### config.mk
export PLATFORM = sky130hd
export DESIGN_NAME = nrzi_descrambler
export DESIGN_NICKNAME = d
export VERILOG_FILES = /design/src/rtl/nrzi_desc_pkg.sv /design/src/rtl/nrzi_desc_ctrl.sv /design/src/rtl/nrzi_desc_datapath.sv /design/src/rtl/nrzi_descrambler.sv
export SDC_FILE = /design/constraint.sdc
export NUM_CORES = 1
export LEC_CHECK = 0
export BUFFER_PORTS_ARGS = -buffer_cell sky130_fd_sc_hd__buf_2
export CAP_MARGIN = 15
export CORE_ASPECT_RATIO = 0.75
export CORE_MARGIN = 5
export CORE_UTILIZATION = 60
export CTS_CLUSTER_DIAMETER = 30
export CTS_CLUSTER_SIZE = 20
export DETAILED_ROUTE_END_ITERATION = 10
export PLACE_DENSITY = 0.85
export SLEW_MARGIN = 20
export SYNTH_ARGS = -nofsm -noshare
export SYNTH_HDL_FRONTEND = slang
export SYNTH_SLANG_ARGS = --single-unit
### constraint.sdc
create_clock -name clk -period 2.4 [get_ports clk]
set_input_delay 0.72 -clock clk [delete_from_list [all_inputs] [get_ports clk]]
set_output_delay 0.72 -clock clk [all_outputs]
set_load 0.1 [all_outputs]
### src/rtl/nrzi_desc_pkg.sv
package nrzi_desc_pkg;

  // Strobes issued by the control module to the datapath each cycle
  typedef struct packed {
    logic shiftEn;   // a line bit is accepted this cycle
    logic wordDone;  // this accepted bit completes a word
  } ctrlStrobe_t;

endpackage

### src/rtl/nrzi_desc_ctrl.sv
module nrzi_desc_ctrl
  import nrzi_desc_pkg::*;
#(
  parameter int WORD_W = 10
) (
  input  logic        clk,
  input  logic        rstN,
  input  logic        lineValid,
  output ctrlStrobe_t strobe
);

  localparam int CNT_W = (WORD_W > 1) ? $clog2(WORD_W) : 1;
  localparam logic [CNT_W-1:0] LAST_POS = CNT_W'(WORD_W - 1);

  logic [CNT_W-1:0] bitPos;
  logic             atLast;

  assign atLast = (bitPos == LAST_POS);

  always_ff @(posedge clk or negedge rstN) begin
    if (!rstN) begin
      bitPos <= '0;
    end else if (lineValid) begin
      bitPos <= atLast ? '0 : bitPos + 1'b1;
    end
  end

  always_comb begin
    strobe.shiftEn  = lineValid;
    strobe.wordDone = lineValid && atLast;
  end

endmodule

### src/rtl/nrzi_desc_datapath.sv
module nrzi_desc_datapath
  import nrzi_desc_pkg::*;
#(
  parameter int WORD_W   = 10,
  parameter int LFSR_LEN = 9,
  parameter int TAP_LO   = 3
) (
  input  logic              clk,
  input  logic              rstN,
  input  logic              lineBit,
  input  ctrlStrobe_t       strobe,
  output logic              dataBit,
  output logic              dataValid,
  output logic [WORD_W-1:0] wordOut,
  output logic              wordValid
);

  localparam int TAP_HI = LFSR_LEN - 1;

  logic                prevLine;
  logic [LFSR_LEN-1:0] nrzHist;
  logic [WORD_W-1:0]   packSh;
  logic                nrzBit;
  logic                plainBit;
  logic [WORD_W-1:0]   packNext;

  // Transition detector: a change of level marks a one
  assign nrzBit = lineBit ^ prevLine;

  // Feedforward descrambling on the history of received scrambled bits
  assign plainBit = nrzBit ^ nrzHist[TAP_HI] ^ nrzHist[TAP_LO];

  // Earliest bit drifts toward bit 0 as new bits enter at the top
  generate
    if (WORD_W > 1) begin : g_pack_wide
      assign packNext = {plainBit, packSh[WORD_W-1:1]};
    end else begin : g_pack_single
      assign packNext = plainBit;
    end
  endgenerate

  always_ff @(posedge clk or negedge rstN) begin
    if (!rstN) begin
      prevLine  <= 1'b0;
      nrzHist   <= '0;
      packSh    <= '0;
      dataBit   <= 1'b0;
      wordOut   <= '0;
      dataValid <= 1'b0;
      wordValid <= 1'b0;
    end else begin
      dataValid <= strobe.shiftEn;
      wordValid <= strobe.wordDone;
      if (strobe.shiftEn) begin
        prevLine <= lineBit;
        nrzHist  <= {nrzHist[LFSR_LEN-2:0], nrzBit};
        packSh   <= packNext;
        dataBit  <= plainBit;
      end
      if (strobe.wordDone) begin
        wordOut <= packNext;
      end
    end
  end

endmodule

### src/rtl/nrzi_descrambler.sv
module nrzi_descrambler
  import nrzi_desc_pkg::*;
#(
  parameter int WORD_W   = 10,
  parameter int LFSR_LEN = 9,
  parameter int TAP_LO   = 3
) (
  input  logic              clk,
  input  logic              rstN,
  input  logic              lineBit,
  input  logic              lineValid,
  output logic              dataBit,
  output logic              dataValid,
  output logic [WORD_W-1:0] wordOut,
  output logic              wordValid
);

  ctrlStrobe_t strobe;

  nrzi_desc_ctrl #(
    .WORD_W(WORD_W)
  ) ctrl_i (
    .clk      (clk),
    .rstN     (rstN),
    .lineValid(lineValid),
    .strobe   (strobe)
  );

  nrzi_desc_datapath #(
    .WORD_W  (WORD_W),
    .LFSR_LEN(LFSR_LEN),
    .TAP_LO  (TAP_LO)
  ) dp_i (
    .clk      (clk),
    .rstN     (rstN),
    .lineBit  (lineBit),
    .strobe   (strobe),
    .dataBit  (dataBit),
    .dataValid(dataValid),
    .wordOut  (wordOut),
    .wordValid(wordValid)
  );

endmodule

## Word-level counts from Yosys, hierarchy flattened

Index checks and enable logic that the tools add are counted.
W data, S select, Z words.

| cells by class | value |
|---|---|
| $add $sub $neg | 1 |
| eq/ne operators | 1 |
| mux-type cells | 1 |
| bitwise gates (word level) | 3 |
| reductions and logical operators | 1 |

Operators with widths:

| kind | count |
|---|---|
| $add A4 B1 Y4 const B | 1 |
| $eq A4 B4 Y1 const B | 1 |
| $mux W4 | 1 |
| $xor A1 B1 Y1 | 3 |
| $logic_and A1 B1 Y1 | 1 |

| storage, ports and cells | value |
|---|---|
| bits in registers | 37 |
| input port bits | 4 |
| output and inout port bits | 13 |
| word-level logic and storage cells | 15 |

## Logic depth before layout (Yosys ltp)

| depth | value |
|---|---|
| word-level depth | 3 |
| depth in mapped cells | 5 |
| mapped depth without buffers | 3 |

## Cells and area by module

From an unflattened synthesis, not the netlist that was laid out.

| second synthesis, totals | value |
|---|---|
| cells, all modules | 87 |
| area total of the unflattened synthesis | 1343.8 um^2 |

By module, submodules not included:

| module | instances | cells each | area each (um^2) | seq. area each (um^2) |
|---|---|---|---|---|
| nrzi_desc_datapath | 1 | 69 | 1148.6 | 775.7 |
| nrzi_desc_ctrl | 1 | 18 | 195.2 | 100.1 |

## Worst setup path before layout

No wires, ideal clock.

| path | value |
|---|---|
| kind | input to register |
| start | input lineValid |
| end | register dp_i.wordOut[1] |
| library setup time | 0.126 ns |
| arrival | 1.529 ns |
| required time | 2.274 ns |
| slack | 0.745 ns |
| cell stages on the path | 5 |
| path buffers | 2 |
| cell sequence | buf_4 nand2_4 nor3_4 buf_12 mux2_4 |

RTL lines:

| what | RTL line | source |
|---|---|---|
| start: declaration | nrzi_descrambler.sv:11 | `input logic lineValid,` |
| end signal: assignment | nrzi_desc_datapath.sv:61 | `wordOut <= packNext;` |
| end: declaration | nrzi_desc_datapath.sv:14 | `output logic [WORD_W-1:0] wordOut,` |

==> run metrics <==
reg-to-reg critical path startpoint=ctrl_i.bitPos[2]$_DFFE_PN0P_; xor/xnor cell area share of the yosys netlist=3.12%; average cell area after synthesis=15.9 sq um; dominant combinational cell family by area after synthesis=multiplexers; final routed DRC violation total=0; filler cell count in the final layout=174; CTS root buf=sky130_fd_sc_hd__clkbuf_4; number of instances in the synthesized netlist=88; Iteration-0 DRC Markers=26; routed length per instance=14.1 um; area fraction in compound gates after synthesis=1.88%; outcome=finished clean; worst r2r dst=dp_i.wordOut[0]$_DFFE_PN0P_; post-synthesis sequential element count=35; area overhead of the layout relative to synthesis=10.7%; Worst EP arrival=1150 ps; setup total negative slack=0 ps; clk_skew=7.09 ps; worst min-delay path class=in -> async; average vias per placed instance=5.04; count of distinct cell types in the synthesized netlist=19; number of input and output port buffers inserted=16; unrepaired setup endpoints after global routing=no; Final Hold Fails=0; core footprint=0.00227 sq mm; final net count=113; antenna diode count=0; initial antenna violation count=0; number of ports placed on the die boundary=17; category of cells accounting for the largest share of critical-path delay=buffers and inverters; final RePlAce weighted congestion=0.664; leading area contributor after synthesis=sky130_fd_sc_hd__dfrtp_1; multiplexer share of the synthesized area=24.6%; top cells by area, synth=sky130_fd_sc_hd__dfrtp_1 (63%), sky130_fd_sc_hd__mux2_2 (15%), sky130_fd_sc_hd__mux2_4 (8.6%); die footprint=0.00341 sq mm; cells on worst reg2reg path=4; R2R setup slack=940 ps; share of cells above drive strength 1=49.1%; Std-Cell Rows=15; most used cells in the layout excluding fill and tap cells=sky130_fd_sc_hd__dfrtp_1 (35), sky130_fd_sc_hd__mux2_2 (19), sky130_fd_sc_hd__buf_2 (16); area of all sequential standard cells=876 sq um; library cell contributing the largest single delay on the critical path=sky130_fd_sc_hd__buf_2; combined area of the multi-input logic cells=477 sq um; share of the cycle needed by the critical path after routing=77.8%; latest clock arrival within the worst-skew pair=330 ps; number of nets still failing antenna checks after routing=0; fraction of the yosys area taken by sequential cells=62.5%; Fmax achieved=0.536 GHz; most frequent standard cell in the layout excluding fill and tap cells=sky130_fd_sc_hd__dfrtp_1; net count after synthesis=92; total via count after detailed routing=726; CP endpoint kind=primary output; data required time of the critical path=1680 ps; vias in the first global route=774; launching element type of the critical path=register; simple-gate share of the synthesized area=4.46%; series of cell instances along the critical path=buf_2; die boundary height=51.9 um; pin slew with the least headroom to its limit=732 ps; wire length of the first global-routing pass=3460 um; width of the die=65.8 um; maximum number of pins on one net before global-route repair=36; total global-route track usage=14.4%; clock tree sinks=35; Netlist Area Pre-Place=0.00140 sq mm; synthesized-area fraction occupied by adder cells=0%; maximum fanout along the worst path=4; buffers inserted during post-CTS setup optimization=0; clock period minus final worst setup slack=1870 ps; top-area cell type share of the netlist area=62.5%; number of detailed-route iterations in the first pass=3; routed wire length=2030 um; number of buffers added to fix hold violations after cts=0; CTS tree=built; # Max-Cap Violations=0; post-CTS resize count=0; number of CTS-inserted buffers=5; max-slew violations=0; starting density of the core=61.7%; synth warn=0; largest incremental delay on the critical path=440 ps; count of final setup violators=0; maximum number of buffers from clock root to sink=2; half-perimeter wire length after detailed placement=1370 um; Max-Slew Margin vs Limit=51.2%; Overflow after GRT=0; number of levels in the clock H-tree=2; buffering stage count on the worst path with inverters included=1; kind of critical path=reg -> out; clock-pin slew on the worst setup and hold paths=100 ps
==> state kept, by name, summed over array words and instances (netlist names) <==
signal / cells
dp_i.dataValid: 1
dp_i.wordOut: 10
dp_i.nrzHist: 9
dp_i.packSh: 9
ctrl_i.bitPos: 4
dp_i.prevLine: 1
dp_i.wordValid: 1
==> worst register-to-register path, stage by stage, from the launching register on <==
cell                       delay (ps)
sky130_fd_sc_hd__dfrtp_1          430
sky130_fd_sc_hd__nand2b_4         170
sky130_fd_sc_hd__nor3_4           150
sky130_fd_sc_hd__buf_4            250
sky130_fd_sc_hd__mux2_2           350
==> layer usage <==
metal	global-route usage (%)	vias up	part of all wire (%)	wire length [um]
li1	-	342	-	-
met1	15.6	366	44	886
met2	23.8	14	49	1010
met3	7.78	4	5.3	107
met4	5.17	0	1.7	35
met5	0	-	0	0
==> through the flow <==
step | instances | worst slack, ps | utilization, % | instance area [sq um] | hold WS (ps)
5_1_grt | 144 | 476 | 68.3 | 1550 | 503
6_report | 144 | 534 | 68.3 | 1550 | 442
3_5_place_dp | 136 | 601 | 66.1 | 1500 | 491
2_1_floorplan | 88 | 745 | - | 1400 | 424
3_3_place_gp | 136 | 647 | 66.1 | 1500 | 483
4_1_cts | 144 | 511 | 68.3 | 1550 | 467
==> synthesized netlist by cell type, drive strengths merged <==
| cell type | instances |
|---|---|
| o21ai | 1 |
| mux2i | 1 |
| mux2 | 27 |
| xor2 | 1 |
| o22ai | 1 |
| xnor2 | 4 |
| dfrtp | 35 |
| nand2b | 1 |
| nand3 | 2 |
| a21oi | 3 |
| buf | 4 |
| nand2 | 2 |
| nor3 | 1 |
| inv | 3 |
| nor2 | 2 |
==> final cells by class <==
class | instances | share of cell area, %
sequential | 35 | 56.5
timing repair buffer | 18 | 6.13
clock buffer | 7 | 2.90
multi-input combinational | 46 | 30.7
inverter | 3 | 0.726
tap | 34 | 2.74
clock inverter | 1 | 0.323
==> how the worst max path moves through the flow <==
stage | start | to | depth (start not counted)
6_report | dp_i.packSh[9]$_DFFE_PN0P_ | dataBit | 1
5_1_grt | dp_i.packSh[9]$_DFFE_PN0P_ | dataBit | 1
4_1_cts | dp_i.packSh[9]$_DFFE_PN0P_ | dataBit | 1
3_5_place_dp | lineValid | ctrl_i.bitPos[3]$_DFFE_PN0P_ | 5
3_3_place_gp | lineValid | ctrl_i.bitPos[3]$_DFFE_PN0P_ | 5
2_1_floorplan | lineValid | dp_i.wordOut[1]$_DFFE_PN0P_ | 5
==> cell families (layout without fill, tap and decap cells) <==
| kind of cell | Yosys count | in the layout |
|---|---|---|
| AOI/OAI and AO/OA | 5 | 5 |
| xor gates and xnor gates | 5 | 5 |
| buffers and inverters | 7 | 29 |
| DFF | 35 | 35 |
| muxes | 28 | 28 |
| and+or+nand+nor | 8 | 8 |
Power is not shown: default switching activity piles up to over one toggle a cycle in this logic, so the estimate is an artifact.
